**src/rtl/mesi_pkg.sv**
```systemverilog
package mesi_pkg;
    typedef enum logic [1:0] {
        LN_I = 2'b00,
        LN_S = 2'b01,
        LN_E = 2'b10,
        LN_M = 2'b11
    } line_st_t;

    typedef enum logic {
        FS_IDLE = 1'b0,
        FS_RESP = 1'b1
    } fsm_st_t;
endpackage

```
**src/rtl/mesi_line_store.sv**
```systemverilog
module mesi_line_store
    import mesi_pkg::*;
#(
    parameter int SETS  = 8,
    parameter int TAG_W = 5,
    localparam int IDX_W = $clog2(SETS)
) (
    input  logic             clk,
    input  logic             rst_n,
    // processor-side read port
    input  logic [IDX_W-1:0] a_idx,
    output line_st_t         a_st,
    output logic [TAG_W-1:0] a_tag,
    // snoop-side read port
    input  logic [IDX_W-1:0] b_idx,
    output line_st_t         b_st,
    output logic [TAG_W-1:0] b_tag,
    // snoop-side write (state only)
    input  logic             b_we,
    input  line_st_t         b_wst,
    // processor-side write
    input  logic             a_we,
    input  logic [IDX_W-1:0] a_widx,
    input  line_st_t         a_wst,
    input  logic             a_wtag_en,
    input  logic [TAG_W-1:0] a_wtag
);
    line_st_t         st_q  [SETS];
    logic [TAG_W-1:0] tag_q [SETS];

    assign a_st  = st_q[a_idx];
    assign a_tag = tag_q[a_idx];
    assign b_st  = st_q[b_idx];
    assign b_tag = tag_q[b_idx];

    for (genvar g = 0; g < SETS; g++) begin : g_entry
        always_ff @(posedge clk) begin
            if (!rst_n) begin
                st_q[g]  <= LN_I;
                tag_q[g] <= '0;
            end else begin
                // processor write wins; a snoop never hits a line being filled
                if (a_we && a_widx == IDX_W'(g)) begin
                    st_q[g] <= a_wst;
                    if (a_wtag_en) tag_q[g] <= a_wtag;
                end else if (b_we && b_idx == IDX_W'(g)) begin
                    st_q[g] <= b_wst;
                end
            end
        end
    end
endmodule

```
**src/rtl/mesi_snoop_resp.sv**
```systemverilog
module mesi_snoop_resp
    import mesi_pkg::*;
(
    input  logic     clk,
    input  logic     rst_n,
    input  logic     snp_valid,
    input  logic     snp_rdx,
    input  logic     line_hit,
    input  line_st_t line_st,
    output logic     upd_en,
    output line_st_t upd_st,
    output logic     snp_shared,
    output logic     snp_flush,
    output logic     snp_c2c
);
    logic shared_d, flush_d, c2c_d;

    always_comb begin
        upd_en   = 1'b0;
        upd_st   = line_st;
        shared_d = 1'b0;
        flush_d  = 1'b0;
        c2c_d    = 1'b0;
        if (snp_valid && line_hit) begin
            if (snp_rdx) begin
                upd_en  = 1'b1;
                upd_st  = LN_I;
                flush_d = (line_st == LN_M);
            end else begin
                shared_d = 1'b1;
                unique case (line_st)
                    LN_M: begin upd_en = 1'b1; upd_st = LN_S; flush_d = 1'b1; end
                    LN_E: begin upd_en = 1'b1; upd_st = LN_S; c2c_d   = 1'b1; end
                    LN_S, LN_I: ;
                endcase
            end
        end
    end

    always_ff @(posedge clk) begin
        if (!rst_n) begin
            snp_shared <= 1'b0;
            snp_flush  <= 1'b0;
            snp_c2c    <= 1'b0;
        end else begin
            snp_shared <= shared_d;
            snp_flush  <= flush_d;
            snp_c2c    <= c2c_d;
        end
    end

    assert_flush_c2c_excl_R8: assert property (@(posedge clk) disable iff (!rst_n)
        !(snp_flush && snp_c2c));
    assert_c2c_shared_R6: assert property (@(posedge clk) disable iff (!rst_n)
        snp_c2c |-> snp_shared);
    assert_resp_needs_snoop_R11: assert property (@(posedge clk) disable iff (!rst_n)
        (snp_shared || snp_flush || snp_c2c) |-> $past(snp_valid));
endmodule

```
**src/rtl/mesi_cpu_fsm.sv**
```systemverilog
module mesi_cpu_fsm
    import mesi_pkg::*;
#(
    parameter int ADDR_W  = 8,
    parameter int SETS    = 8,
    parameter int RSP_LAT = 2,
    localparam int IDX_W = $clog2(SETS),
    localparam int TAG_W = ADDR_W - IDX_W,
    localparam int CNT_W = $clog2(RSP_LAT + 1)
) (
    input  logic              clk,
    input  logic              rst_n,
    input  logic              cpu_req_valid,
    input  logic              cpu_req_write,
    input  logic [ADDR_W-1:0] cpu_req_addr,
    input  logic              snp_valid,
    input  logic              bus_shared_in,
    input  line_st_t          cur_st,
    input  logic [TAG_W-1:0]  cur_tag,
    output logic              cpu_ready,
    output logic              cpu_done,
    output logic              bus_req_valid,
    output logic              bus_req_rdx,
    output logic [ADDR_W-1:0] bus_req_addr,
    output logic              wb_req,
    output logic [ADDR_W-1:0] wb_addr,
    output logic              wr_en,
    output logic [IDX_W-1:0]  wr_idx,
    output line_st_t          wr_st,
    output logic              wr_tag_en,
    output logic [TAG_W-1:0]  wr_tag
);
    fsm_st_t           fsm_q, fsm_d;
    logic [CNT_W-1:0]  cnt_q, cnt_d;
    logic [IDX_W-1:0]  pend_q, pend_d;
    logic              done_d, bv_d, rdx_d, wb_d;
    logic [ADDR_W-1:0] baddr_d, wbaddr_d;
    logic [IDX_W-1:0]  req_idx;
    logic [TAG_W-1:0]  req_tag;
    logic              accept, hit;

    assign req_idx   = cpu_req_addr[IDX_W-1:0];
    assign req_tag   = cpu_req_addr[ADDR_W-1:IDX_W];
    assign cpu_ready = (fsm_q == FS_IDLE) && !snp_valid;
    assign accept    = cpu_ready && cpu_req_valid;
    assign hit       = (cur_st != LN_I) && (cur_tag == req_tag);

    always_comb begin
        fsm_d     = fsm_q;
        cnt_d     = cnt_q;
        pend_d    = pend_q;
        done_d    = 1'b0;
        bv_d      = 1'b0;
        rdx_d     = 1'b0;
        wb_d      = 1'b0;
        baddr_d   = bus_req_addr;
        wbaddr_d  = wb_addr;
        wr_en     = 1'b0;
        wr_idx    = req_idx;
        wr_st     = LN_I;
        wr_tag_en = 1'b0;
        wr_tag    = req_tag;
        unique case (fsm_q)
            FS_RESP: begin
                if (cnt_q == CNT_W'(RSP_LAT - 1)) begin
                    wr_en  = 1'b1;
                    wr_idx = pend_q;
                    wr_st  = bus_shared_in ? LN_S : LN_E;
                    done_d = 1'b1;
                    fsm_d  = FS_IDLE;
                end else begin
                    cnt_d = cnt_q + 1'b1;
                end
            end
            FS_IDLE: begin
                if (accept) begin
                    if (hit) begin
                        if (cpu_req_write) begin
                            wr_en  = 1'b1;
                            wr_st  = LN_M;
                            done_d = 1'b1;
                            if (cur_st == LN_S) begin
                                bv_d    = 1'b1;
                                rdx_d   = 1'b1;
                                baddr_d = cpu_req_addr;
                            end
                        end else begin
                            done_d = 1'b1;
                        end
                    end else begin
                        if (cur_st == LN_M) begin
                            wb_d     = 1'b1;
                            wbaddr_d = {cur_tag, req_idx};
                        end
                        bv_d      = 1'b1;
                        rdx_d     = cpu_req_write;
                        baddr_d   = cpu_req_addr;
                        wr_en     = 1'b1;
                        wr_tag_en = 1'b1;
                        if (cpu_req_write) begin
                            wr_st  = LN_M;
                            done_d = 1'b1;
                        end else begin
                            wr_st  = LN_I;
                            pend_d = req_idx;
                            cnt_d  = '0;
                            fsm_d  = FS_RESP;
                        end
                    end
                end
            end
        endcase
    end

    always_ff @(posedge clk) begin
        if (!rst_n) begin
            fsm_q         <= FS_IDLE;
            cnt_q         <= '0;
            pend_q        <= '0;
            cpu_done      <= 1'b0;
            bus_req_valid <= 1'b0;
            bus_req_rdx   <= 1'b0;
            bus_req_addr  <= '0;
            wb_req        <= 1'b0;
            wb_addr       <= '0;
        end else begin
            fsm_q         <= fsm_d;
            cnt_q         <= cnt_d;
            pend_q        <= pend_d;
            cpu_done      <= done_d;
            bus_req_valid <= bv_d;
            bus_req_rdx   <= rdx_d;
            bus_req_addr  <= baddr_d;
            wb_req        <= wb_d;
            wb_addr       <= wbaddr_d;
        end
    end

    assert_bus_needs_req_R5: assert property (@(posedge clk) disable iff (!rst_n)
        bus_req_valid |-> $past(cpu_req_valid));
    assert_wb_with_miss_R10: assert property (@(posedge clk) disable iff (!rst_n)
        wb_req |-> bus_req_valid);
    assert_snoop_first_R12: assert property (@(posedge clk) disable iff (!rst_n)
        ($past(snp_valid) && $past(fsm_q == FS_IDLE)) |-> !bus_req_valid);
endmodule

```
**src/rtl/mesi_snoop_ctrl.sv**
```systemverilog
module mesi_snoop_ctrl
    import mesi_pkg::*;
#(
    parameter int ADDR_W  = 8,
    parameter int SETS    = 8,
    parameter int RSP_LAT = 2
) (
    input  logic              clk,
    input  logic              rst_n,
    input  logic              cpu_req_valid,
    input  logic              cpu_req_write,
    input  logic [ADDR_W-1:0] cpu_req_addr,
    output logic              cpu_ready,
    output logic              cpu_done,
    output logic              bus_req_valid,
    output logic              bus_req_rdx,
    output logic [ADDR_W-1:0] bus_req_addr,
    input  logic              bus_shared_in,
    input  logic              snp_valid,
    input  logic              snp_rdx,
    input  logic [ADDR_W-1:0] snp_addr,
    output logic              snp_shared,
    output logic              snp_flush,
    output logic              snp_c2c,
    output logic              wb_req,
    output logic [ADDR_W-1:0] wb_addr
);
    localparam int IDX_W = $clog2(SETS);
    localparam int TAG_W = ADDR_W - IDX_W;

    line_st_t         a_st, b_st, a_wst, b_wst;
    logic [TAG_W-1:0] a_tag, b_tag, a_wtag;
    logic [IDX_W-1:0] a_widx;
    logic             a_we, a_wtag_en, b_we, snp_hit;

    assign snp_hit = (b_st != LN_I) && (b_tag == snp_addr[ADDR_W-1:IDX_W]);

    mesi_line_store #(.SETS(SETS), .TAG_W(TAG_W)) u_store (
        .clk(clk), .rst_n(rst_n),
        .a_idx(cpu_req_addr[IDX_W-1:0]), .a_st(a_st), .a_tag(a_tag),
        .b_idx(snp_addr[IDX_W-1:0]), .b_st(b_st), .b_tag(b_tag),
        .b_we(b_we), .b_wst(b_wst),
        .a_we(a_we), .a_widx(a_widx), .a_wst(a_wst),
        .a_wtag_en(a_wtag_en), .a_wtag(a_wtag)
    );

    mesi_snoop_resp u_snoop (
        .clk(clk), .rst_n(rst_n),
        .snp_valid(snp_valid), .snp_rdx(snp_rdx),
        .line_hit(snp_hit), .line_st(b_st),
        .upd_en(b_we), .upd_st(b_wst),
        .snp_shared(snp_shared), .snp_flush(snp_flush), .snp_c2c(snp_c2c)
    );

    mesi_cpu_fsm #(.ADDR_W(ADDR_W), .SETS(SETS), .RSP_LAT(RSP_LAT)) u_fsm (
        .clk(clk), .rst_n(rst_n),
        .cpu_req_valid(cpu_req_valid), .cpu_req_write(cpu_req_write),
        .cpu_req_addr(cpu_req_addr), .snp_valid(snp_valid),
        .bus_shared_in(bus_shared_in),
        .cur_st(a_st), .cur_tag(a_tag),
        .cpu_ready(cpu_ready), .cpu_done(cpu_done),
        .bus_req_valid(bus_req_valid), .bus_req_rdx(bus_req_rdx),
        .bus_req_addr(bus_req_addr),
        .wb_req(wb_req), .wb_addr(wb_addr),
        .wr_en(a_we), .wr_idx(a_widx), .wr_st(a_wst),
        .wr_tag_en(a_wtag_en), .wr_tag(a_wtag)
    );
endmodule

```
**config.mk**
```make
export PLATFORM = sky130hd
export DESIGN_NAME = mesi_snoop_ctrl
export DESIGN_NICKNAME = d
export VERILOG_FILES = /design/src/rtl/mesi_pkg.sv /design/src/rtl/mesi_line_store.sv /design/src/rtl/mesi_snoop_resp.sv /design/src/rtl/mesi_cpu_fsm.sv /design/src/rtl/mesi_snoop_ctrl.sv
export SDC_FILE = /design/constraint.sdc
export NUM_CORES = 1
export LEC_CHECK = 0
export ABC_AREA = 1
export ABC_CLOCK_PERIOD_IN_PS = 2700
export BUFFER_PORTS_ARGS = -buffer_cell sky130_fd_sc_hd__buf_4
export CORE_MARGIN = 4
export CORE_UTILIZATION = 43
export DETAILED_ROUTE_END_ITERATION = 16
export PLACE_DENSITY_LB_ADDON = 0.05
export SLEW_MARGIN = 5
export SYNTH_ARGS = -nofsm -noshare
export SYNTH_HDL_FRONTEND = slang
export SYNTH_HIERARCHICAL = 1
export SYNTH_SLANG_ARGS = --single-unit
```
**constraint.sdc**
```tcl
create_clock -name clk -period 2.7 [get_ports clk]
set_input_delay 0.135 -clock clk [delete_from_list [all_inputs] [get_ports clk]]
set_output_delay 0.135 -clock clk [all_outputs]
set_load 0.005 [all_outputs]
```
==> impl_results.md, run 1 <==
* Outcome: complete, no violations
* Post-synthesis sequential area ratio at 42.12%
* R2r startpoint: u_store/st_q[7][1]
* Period Utilization, post-route at ~95%
* Final worst path period need at 2567 ps
* XOR/XNOR Fraction of Synth Area at 0.3261%
* Synth Area in Compound Gates at 3.913%
* NumNets Final at around 900
* Worst hold start: snp_valid
* DR vias/cell at 4.853
* Hold path cells at 3
* Synth area leader: edfxtp_1
* Antenna Cells at 0
* Main combinational cell family by area after synthesis: simple AND/OR/NAND/NOR gates
* Max Clock Freq at 0.3896 GHz
* Max clock buf depth at 2
* Critical path launch point type: register
* Worst slew pin tran at 477.0 ps
* CTS clk-pin slew, worst paths at 60 ps
* Placed Area at approximately 0.0061 sq mm
* Synth Instances at 815
* Leading post-synthesis cells by cell area: edfxtp_1 (31%), nand2_1 (25%), dfxtp_1 (11%), inv_1 (7.9%), nor2_1 (7.1%)
* Syn Area/Cell at 6.591 sq um
* Vias at 5110
* PortBufs at 46
* Worst Hold End: u_snoop/snp_flush
* Fill cell count at between 1000 and 1500
* Critical Path Start: u_store/st_q[7][1]
* Initial Utilization at 44.35%
* Num Clock Sinks at 85
* Critical Path AT at 2750 ps
* Vias in the first global route at 4931
* Fin cells at ~1100
* TritonCTS buffer count at 9
* Placed Cells incl. Taps at 1035
* Initial antenna violation count at 0
* Max-Cap Viols at 0
* Later-pin clock latency in the skew report at 340 ps
* Critical path endpoint category: register
* H-tree levels at 3
* Final Skew at 4.795 ps
* GRT Overall Usage at 22.62%
* Die Width at around 120 microns
* Yosys warns at 6
* Worst Path Max Fanout at 4
* WL/cell at around 15 microns
* HPWL reported at the end of detailed placement at between 10000 and 15000 microns
* Post-Syn Area at about 0.0054 sq mm
* Mux share of post-synthesis cell area at 0%
* Yosys reg bits at 85
* Final GP Congestion at around 0.9
* Drt drc at 0
* Syn Nets at 839
* Flop2flop setup slack at 130 ps
* First-pass GRT wire length at 25670 microns
* Final setup violation count at 0
* FF-to-FF path depth at 16
* TritonRoute pass-1 iters at 5
* Adder-cell share of the synthesized area at 0.2329%
* Final Cell Area at about 0.0064 sq mm
* Top cell type's share of synthesized area at 31.31%
* Final Max Tran Viols at 0
* Core area at 0.01211 sq mm
* DRT Wirelength at about 16000 microns
* CP Class: reg -> reg
* Pin count of the biggest net entering global routing at 34
* Static leakage at 3.293 nW
* Root buf cell: clkbuf_16
* # hold bufs at CTS at 0
* Grt ovf at 0
* Post-synthesis simple-gate area fraction at 41.18%
* Die area at 0.01434 sq mm
* CTS tree: yes
* Row Count at 40
* Power per cell area at 498.7 mW/mm^2
* Initial DRC count at 390
* Final hold vios at 0
* P&R area growth vs syn at 19.26%
* Post-synth cell types at 28
* Maximum vdd drop at 0.0002456 V
* Slew HR at between 60% and 70%
* Worst EP required at 2890 ps
* Hold WC Path Type: in -> reg
* DIE HEIGHT at approximately 120 microns
* Share of cells above drive strength 1 at 17.51%
* Reg2Reg Capture Point: u_store/st_q[4][0]
* Final ANT Viol Nets at 0
* Top Ports at 47
## per-stage QoR
step / setup TNS [ps] / setup WS (ps) / utilization [%] / total power, mW / hold slack (ps)
after floorplan: 0 / 339.1 / - / 1.849 / 261.5
after global placement: -4406 / -233.0 / 50.01 / 2.073 / 446.0
after detailed placement: -5333 / -274.5 / 50.01 / 2.076 / 452.0
after CTS: 0 / 41.21 / 52.28 / 3.206 / 96.16
after global routing: -30.66 / -27.73 / 52.89 / 3.361 / 127.5
final: 0 / 133.3 / 52.89 / 3.195 / 129.2
## cells in the final DEF, fill, tap and decap left out, types with 3 or more instances in the layout
cell type	instances
buf_12	3
o21ai_0	13
nand3_1	41
buf_4	85
nor2_4	5
clkbuf_16	9
nand3_2	4
nand2_2	12
nor2_2	16
inv_1	112
nand4_1	7
a21oi_1	23
nand2_1	344
edfxtp_1	56
inv_2	6
nor2_1	96
dfxtp_1	29
## how the worst max path moves through the flow
stage,endpoint,slack (ps),cells after the start
floorplan,u_store/tag_q[4][0],340,15
CTS,u_store/st_q[5][0],40,18
global route,u_store/st_q[4][0],-30,16
global placement,u_store/st_q[2][0],-230,18
finish,u_store/st_q[4][0],130,16
detailed placement,u_store/st_q[2][1],-270,18
## area by class of cell
| type | count | area, sq um | area share (%) |
|---|---|---|---|
| multi-input combinational | 577 | 2520 | 39.34 |
| sequential | 85 | 2262 | 35.31 |
| timing repair buffer | 88 | 698.2 | 10.90 |
| inverter | 119 | 449.2 | 7.012 |
| clock buffer | 9 | 225.2 | 3.516 |
| tap | 168 | 210.2 | 3.281 |
| clock inverter | 7 | 41.29 | 0.6445 |
## power breakdown
part	switching, mW	internal [mW]	leakage (nW)	total (mW)
registers	0.0359	1.44	0.804	1.48
clock network	0.515	0.616	0.127	1.13
logic	0.370	0.214	2.36	0.584
total	0.920	2.27	3.29	3.19
## repair_timing
action                                  in CTS  in global routing
pin swaps                                    0                  4
endpoints found under the setup margin      28                 77
buffers inserted                             0                  2
gates resized for setup                      6                 19
endpoints found under the hold margin        0                  0
gates cloned                                 0                  0
## cell families after synthesis
group           Yosys count
compound gates           42
xor+xnor                  2
fa+ha+maj                 1
buf+inv                 153
flops                    85
simple gates            532
## layer usage
layer  part of all wire, %  global-route usage (%)  up-vias
met4                   2.5                   9.234        0
li1                      -                       -     2603
met5                     0                       0        -
met1                    46                   31.67     2338
met3                   5.3                   3.016       25
met2                    46                   35.38      144
## synth_stat cells (all sizes together)
cell type,n
dfxtp,29
clkbuf,3
o21ai,17
nand2,356
ha,1
or2,1
nor2,117
nand4,8
nand3,47
nor3b,1
inv,119
a21oi,25
nor3,2
xnor2,2
buf,31
edfxtp,56
## state kept, by name (all words and copies together) (netlist names)
| signal | flops |
|---|---|
| u_snoop/snp_shared | 1 |
| u_fsm/bus_req_rdx | 1 |
| u_fsm/cpu_done | 1 |
| u_fsm/bus_req_valid | 1 |
| u_fsm/fsm_q | 1 |
| u_store/tag_q | 40 |
| u_fsm/pend_q | 3 |
| u_fsm/wb_addr | 8 |
| u_snoop/snp_flush | 1 |
| u_fsm/cnt_q | 2 |
| u_store/st_q | 16 |
| u_fsm/wb_req | 1 |
| u_fsm/bus_req_addr | 8 |
| u_snoop/snp_c2c | 1 |
## critical path, cell delays in order (launching register included)
cell and delay, ps:
edfxtp_1 400, nand2_1 70, nand2_1 70, nand2_1 50, nand2_1 90, nand2_1 70, nand2_2 110, inv_1 60
nand2_2 80, nand2_1 60, nor2_1 80, nand2_1 90, nor2_4 220, nand3_1 140, a21oi_1 420, inv_1 180
o21ai_0 210
No activity file was read; power rests on OpenSTA's default activity.
==> run 2, diff against run 1 <==
--- a/config.mk
+++ b/config.mk
@@ -10,7 +10,9 @@
 export BUFFER_PORTS_ARGS = -buffer_cell sky130_fd_sc_hd__buf_4
 export CORE_MARGIN = 4
 export CORE_UTILIZATION = 43
+export CTS_CLUSTER_SIZE = 30
 export DETAILED_ROUTE_END_ITERATION = 16
+export GPL_TIMING_DRIVEN = 0
 export PLACE_DENSITY_LB_ADDON = 0.05
 export SLEW_MARGIN = 5
 export SYNTH_ARGS = -nofsm -noshare
==> impl_results.md, run 2 (same netlist as run 1, synthesis figures left out) <==
* Hold WS at 63.26 ps (-65.91 ps)
* Critical path endpoint category: register
* DP Worst Slack at -698.6 ps (-424.1 ps)
* CTS tree: yes
* Share of cells above drive strength 1 at 16.02% (-1.5 points)
* Antenna Cells at 0 (unchanged)
* CTS clk-pin slew, worst paths at 70 ps (about the same)
* Initial antenna violation count at 0 (unchanged)
* Die Width at 119.8 microns (unchanged)
* Fin util at 51.94% (-0.95 points)
* Grt ovf at 0 (unchanged)
* Final worst path period need at 2638 ps (+71.29 ps)
* Drt drc at 0 (unchanged)
* Register Area at 0.002262 sq mm (unchanged)
* Power per cell area at 524.2 mW/mm^2 (+5.1%)
* DIE HEIGHT at 119.8 microns (unchanged)
* Row Count at 40 (unchanged)
* Met2 WL at 7442 microns (+4.6%)
* Placed Cells incl. Taps at 1027 (-0.77%)
* Vias in the first global route at 4823 (-2.2%)
* Period Utilization, post-route at 97.70% (+2.6 points)
* WL/cell at 15.23 microns (+3.1%)
* Max Clock Freq at 0.3791 GHz (-2.7%)
* Outcome: complete, no violations
* Final Cell Area at 0.006291 sq mm (-1.8%)
* TritonRoute pass-1 iters at 5 (unchanged)
* Root buf cell: clkbuf_16
* Critical path launch point type: register
* Worst Path Max Fanout at 9 (+5)
* First-pass GRT wire length at 25220 microns (-1.7%)
* Vias at 5142 (+0.63%)
* Final Max Tran Viols at 0 (unchanged)
* TritonCTS buffer count at 9 (unchanged)
* Area of the multi-input gates at 0.002519 sq mm (about the same)
* NumNets Final at 893 (-1.2%)
* RSZ-0062 raised after global routing: yes
* Setup TNS at 0 ps (unchanged)
* Tot Pwr at 3.298 mW (+3.2%)
* Top Ports at 47 (unchanged)
* P&R area growth vs syn at 17.12%
* Slew HR at 66.57% (-1.6 points)
* Largest Register: u_store/tag_q
* Max FFs per register at 40 (unchanged)
* PortBufs at 44 (-4.3%)
* Later-pin clock latency in the skew report at 350 ps (about the same)
* Met1 WL at 7008 microns (-3.0%)
* Top Registers: u_store/tag_q: 40 flops, u_store/st_q: 16 flops
* Final ANT Viol Nets at 0 (unchanged)
* Core area at 0.01211 sq mm (unchanged)
* Final hold vios at 0 (unchanged)
* H-tree levels at 3 (unchanged)
* Worst EP required at 2700 ps (-190 ps)
* GRT Overall Usage at 22.74% (+0.12 points)
* DR vias/cell at 4.935 (+1.7%)
* DRT Wirelength at 15870 microns (+2.1%)
* Final Skew at 10.94 ps (+6.146 ps)
* Slack of the critical path at 61.97 ps (-71.29 ps)
* Maximum vdd drop at 0.0002382 V (-3.0%)
* Die area at 0.01434 sq mm (unchanged)
* Worst slew pin tran at 501.4 ps (+24.39 ps)
* Top sig layer: met4
* Max-Cap Viols at 0 (unchanged)
* Placed Area at 0.005912 sq mm (-2.4%)
* Fill cell count at 1249 (+1.5%)
* Final GP Congestion at 0.8856 (-1.5%)
* # hold bufs at CTS at 0 (unchanged)
* Max clock buf depth at 2 (unchanged)
* Num Clock Sinks at 85 (unchanged)
* Final setup violation count at 0 (unchanged)
* HPWL reported at the end of detailed placement at 12310 microns (+1.7%)
* Most common cell after layout, fill and taps aside: nand2_1
* Hold WC Path Type: in -> reg
* Critical Path AT at 2640 ps (-110 ps)
* Pin count of the biggest net entering global routing at 15 (-56%)
* Commonest non-fill, non-tap cells in the layout: nand2_1 (349), inv_1 (113), nor2_1 (92)
* CP Class: reg -> reg
* Static leakage at 3.227 nW (-2.0%)
* Initial Utilization at 44.35% (unchanged)
* Fin cells at 1042 (-1.0%)
* Initial DRC count at 441 (+13%)
* Met3 WL at 1141 microns (+39%)
run 2: worst max-delay path: stages (launching register included):
cell	delay (ps)
edfxtp_1	400
inv_1	80
nand2_1	50
nand3_1	130
nand2_1	80
nand2_1	80
nand2_1	120
inv_1	70
nand2_1	40
nand2_1	110
nor2_4	60
nand3_4	130
nand2_1	90
inv_1	320
nor2_4	160
nor2_2	370
run 2: report_power, final:
| part | total [mW] | internal, mW | switching (mW) |
|---|---|---|---|
| clock network | 1.27 | 0.764 | 0.506 |
| registers | 1.48 | 1.44 | 0.0330 |
| logic | 0.551 | 0.179 | 0.372 |
run 2: layout make-up:
type / instances / area share (%)
sequential: 85 / 35.96
clock inverter: 2 / 0.1790
tap: 168 / 3.341
buffer: 33 / 3.361
timing repair buffer: 44 / 5.251
inverter: 119 / 7.140
multi-input combinational: 577 / 40.04
clock buffer: 14 / 4.734
run 2: path summary, 6_finish.rpt:
| check | startpoint | to | slack, ps | cells after the start |
|---|---|---|---|---|
| max | u_store/tag_q[7][2] | u_store/tag_q[3][1] | 60 | 15 |
| min | rst_n | u_snoop/snp_flush | 60 | 3 |
| max reg2reg | u_store/tag_q[7][2] | u_store/tag_q[3][1] | 60 | 15 |
| min reg2reg | u_fsm/cnt_q[0] | u_fsm/cnt_q[0] | 480 | 1 |
run 2: repair_timing:
item                                    in CTS  in global routing
setup buffers                                0                  0
gates resized for setup                      8                 20
endpoints found under the setup margin      40                112
run 2: layer usage:
layer,global-route usage [%],up-vias
met3,4.336,24
met1,30.79,2353
met4,7.087,0
li1,-,2588
met2,36.94,177
met5,0,-
==> run 3, diff against run 2 <==
--- a/config.mk
+++ b/config.mk
@@ -12,8 +12,10 @@
 export CORE_UTILIZATION = 43
 export CTS_CLUSTER_SIZE = 30
 export DETAILED_ROUTE_END_ITERATION = 16
+export GPL_ROUTABILITY_DRIVEN = 0
 export GPL_TIMING_DRIVEN = 0
 export PLACE_DENSITY_LB_ADDON = 0.05
+export RECOVER_POWER = 25
 export SLEW_MARGIN = 5
 export SYNTH_ARGS = -nofsm -noshare
 export SYNTH_HDL_FRONTEND = slang
==> constraint.sdc (replaced) <==
create_clock -name clk -period 2.7 [get_ports clk]
set_input_delay 0.135 -clock clk [delete_from_list [all_inputs] [get_ports clk]]
set_output_delay 0.135 -clock clk [all_outputs]
set_load 0.02 [all_outputs]
==> impl_results.md, run 3 (same netlist as run 1, synthesis figures left out) <==
* Core area at 0.01211 sq mm (unchanged)
* Most common cell after layout, fill and taps aside: nand2_1
* Initial DRC count at 417 (-5.4%)
* Worst hold start: rst_n
* WL/cell at 15.14 microns (-0.58%)
* Maximum vdd drop at 0.0003851 V (+62%)
* Max Clock Freq at 0.3893 GHz (+2.7%)
* Max clock buf depth at 2 (unchanged)
* Switching share of power at 29.81% (+2.2 points)
* Max-Cap Viols at 0 (unchanged)
* TritonCTS buffer count at 9 (unchanged)
* Reg power frac at 45.0% (+0.2 points)
* Die Width at 119.8 microns (unchanged)
* CTS tree: yes
* Power per cell area at 522.8 mW/mm^2 (-0.26%)
* NumNets Final at 895 (+0.22%)
* Final ANT Viol Nets at 0 (unchanged)
* PortBufs at 44 (unchanged)
* Commonest non-fill, non-tap cells in the layout: nand2_1 (342), inv_1 (113), nor2_1 (94)
* Register Area at 0.002262 sq mm (unchanged)
* Pin count of the biggest net entering global routing at 16 (+1)
* Vias at 5150 (+0.16%)
* GRT Overall Usage at 22.41% (-0.33 points)
* Final setup violation count at 0 (unchanged)
* Hold WC Path Type: in -> reg
* Period Utilization, post-route at 95.15% (-2.6 points)
* P&R area growth vs syn at 16.98%
* Fill cell count at 1282 (+2.6%)
* Critical path launch point type: register
* DIE HEIGHT at 119.8 microns (unchanged)
* Initial Utilization at 44.35% (unchanged)
* Critical path endpoint category: register
* Final hold vios at 0 (unchanged)
* Max FFs per register at 40 (unchanged)
* Num Clock Sinks at 85 (unchanged)
* TritonRoute pass-1 iters at 6 (+1)
* Final worst path period need at 2569 ps (-69.06 ps)
* Worst Path Max Fanout at 6 (-3)
* Top Registers: u_store/tag_q: 40 flops, u_store/st_q: 16 flops
* Logic pwr share at 17.5% (+0.8 points)
* H-tree levels at 3 (unchanged)
* DRT Wirelength at 15810 microns (-0.38%)
* Die area at 0.01434 sq mm (unchanged)
* R2r startpoint: u_store/tag_q[6][2]
* Worst EP required at 2740 ps (+40 ps)
* Largest Register: u_store/tag_q
* Static leakage at 3.143 nW (-2.6%)
* Internal power at 2.306 mW (-3.4%)
* Psw at 0.9793 mW (+7.5%)
* CTS clk-pin slew, worst paths at 60 ps (about the same)
* Grt ovf at 0 (unchanged)
* Vias in the first global route at 4755 (-1.4%)
* Outcome: complete, no violations
* Final Max Tran Viols at 0 (unchanged)
* First-pass GRT wire length at 24890 microns (-1.3%)
* Later-pin clock latency in the skew report at 350 ps (about the same)
* Drt drc at 0 (unchanged)
* Top Ports at 47 (unchanged)
* Worst Hold End: u_snoop/snp_flush
* HPWL reported at the end of detailed placement at 12220 microns (-0.77%)
* Antenna Cells at 0 (unchanged)
* Tot Pwr at 3.285 mW (-0.38%)
* Slack of the critical path at 131.0 ps (+69.06 ps)
* DR vias/cell at 4.933 (about the same)
* Reg2Reg Capture Point: u_store/tag_q[0][1]
* Area of the multi-input gates at 0.002587 sq mm (+2.7%)
* Critical Path AT at 2610 ps (-30 ps)
* Clock Power Share at 37.5% (-1.0 points)
* Final Skew at 9.387 ps (-1.554 ps)
* Hold path cells at 3 (unchanged)
* FF-to-FF path depth at 18 (+3)
* Initial antenna violation count at 0 (unchanged)
* RSZ-0062 raised after global routing: yes
* Slew HR at 67.10% (+0.53 points)
* CP Class: reg -> reg
* Fin util at 51.88% (-0.062 points)
* DP Worst Slack at -700.6 ps (-2.021 ps)
* Row Count at 40 (unchanged)
* Flop2flop setup slack at 130 ps (+70 ps)
* Worst slew pin tran at 493.5 ps (-7.884 ps)
* Share of cells above drive strength 1 at 14.61% (-1.4 points)
* Root buf cell: clkbuf_16
-- run 3: cell types whose count changed in the layout (fill, tap and decap cells not counted), sizes merged --
cell,change
buf,-18
clkbuf,+16
clkinv,+1
clkinvlp,+1
inv,+2
-- run 3: metrics by stage --
stage                     hold slack (ps)  setup TNS, ps  instances  cell area, sq um
after floorplan                     261.5              0        815              5371
after global placement              427.3         -34420       1027              5912
after detailed placement            434.1         -37930       1027              5912
after CTS                           61.22              0       1042              6228
after global routing                72.59         -224.5       1044              6284
final                               65.90              0       1044              6284
-- run 3: how the worst max path moves through the flow --
stage                                   start             endpoint  cells past startpoint
after floorplan               cpu_req_addr[0]  u_store/tag_q[4][0]                     15
after global placement        cpu_req_addr[0]  u_store/tag_q[3][0]                     18
after detailed placement      cpu_req_addr[0]  u_store/tag_q[3][1]                     18
after CTS                  u_store/st_q[6][1]   u_store/st_q[2][0]                     16
after global routing       u_store/st_q[6][1]   u_store/st_q[0][0]                     18
final                     u_store/tag_q[6][2]  u_store/tag_q[0][1]                     18
-- run 3: power groups by stage --
stage                     logic, mW  clock network [mW]  registers, mW
after detailed placement      0.550                   0           1.51
after global placement        0.543                   0           1.50
after floorplan               0.355                   0           1.51
after CTS                     0.557                1.26           1.48
after global routing          0.640                1.32           1.48
final                         0.576                1.23           1.48
-- run 3: timing repair --
item                       in CTS  in global routing
resized for setup              11                 35
setup endpoints to repair      42                101
pin swaps                       0                  4
hold buffers                    0                  0
setup buffers                   0                  2
-- run 3: layout make-up --
type	count	area share, %
clock buffers	10	3.982
multi-input cells	577	41.18
flip-flops and latches	85	36.00
repair buffers	46	4.321
inverters	119	7.208
clock inverters	6	0.6770
well taps	168	3.345
plain buffers	33	3.286
-- run 3: layer usage --
layer | track usage (%) | wire (microns) | vias up
met5 | 0 | 0 | -
met4 | 7.158 | 198 | 0
met3 | 4.477 | 975 | 20
met2 | 35.66 | 7515 | 162
met1 | 30.78 | 7119 | 2380
li1 | - | - | 2588
-- run 3: critical path, stage by stage (launching register included) --
cell and delay (ps):
edfxtp_1 410, inv_1 90, nand2_1 50, nand3_1 100
nand2_1 80, nand2_1 100, nand2_1 120, inv_1 70
nand2_1 40, nand2_1 110, nor2_4 60, nand3_4 130
nand2_2 100, nand3_2 90, inv_1 70, nor2_4 210
buf_4 160, a21oi_4 60, nor2_4 210
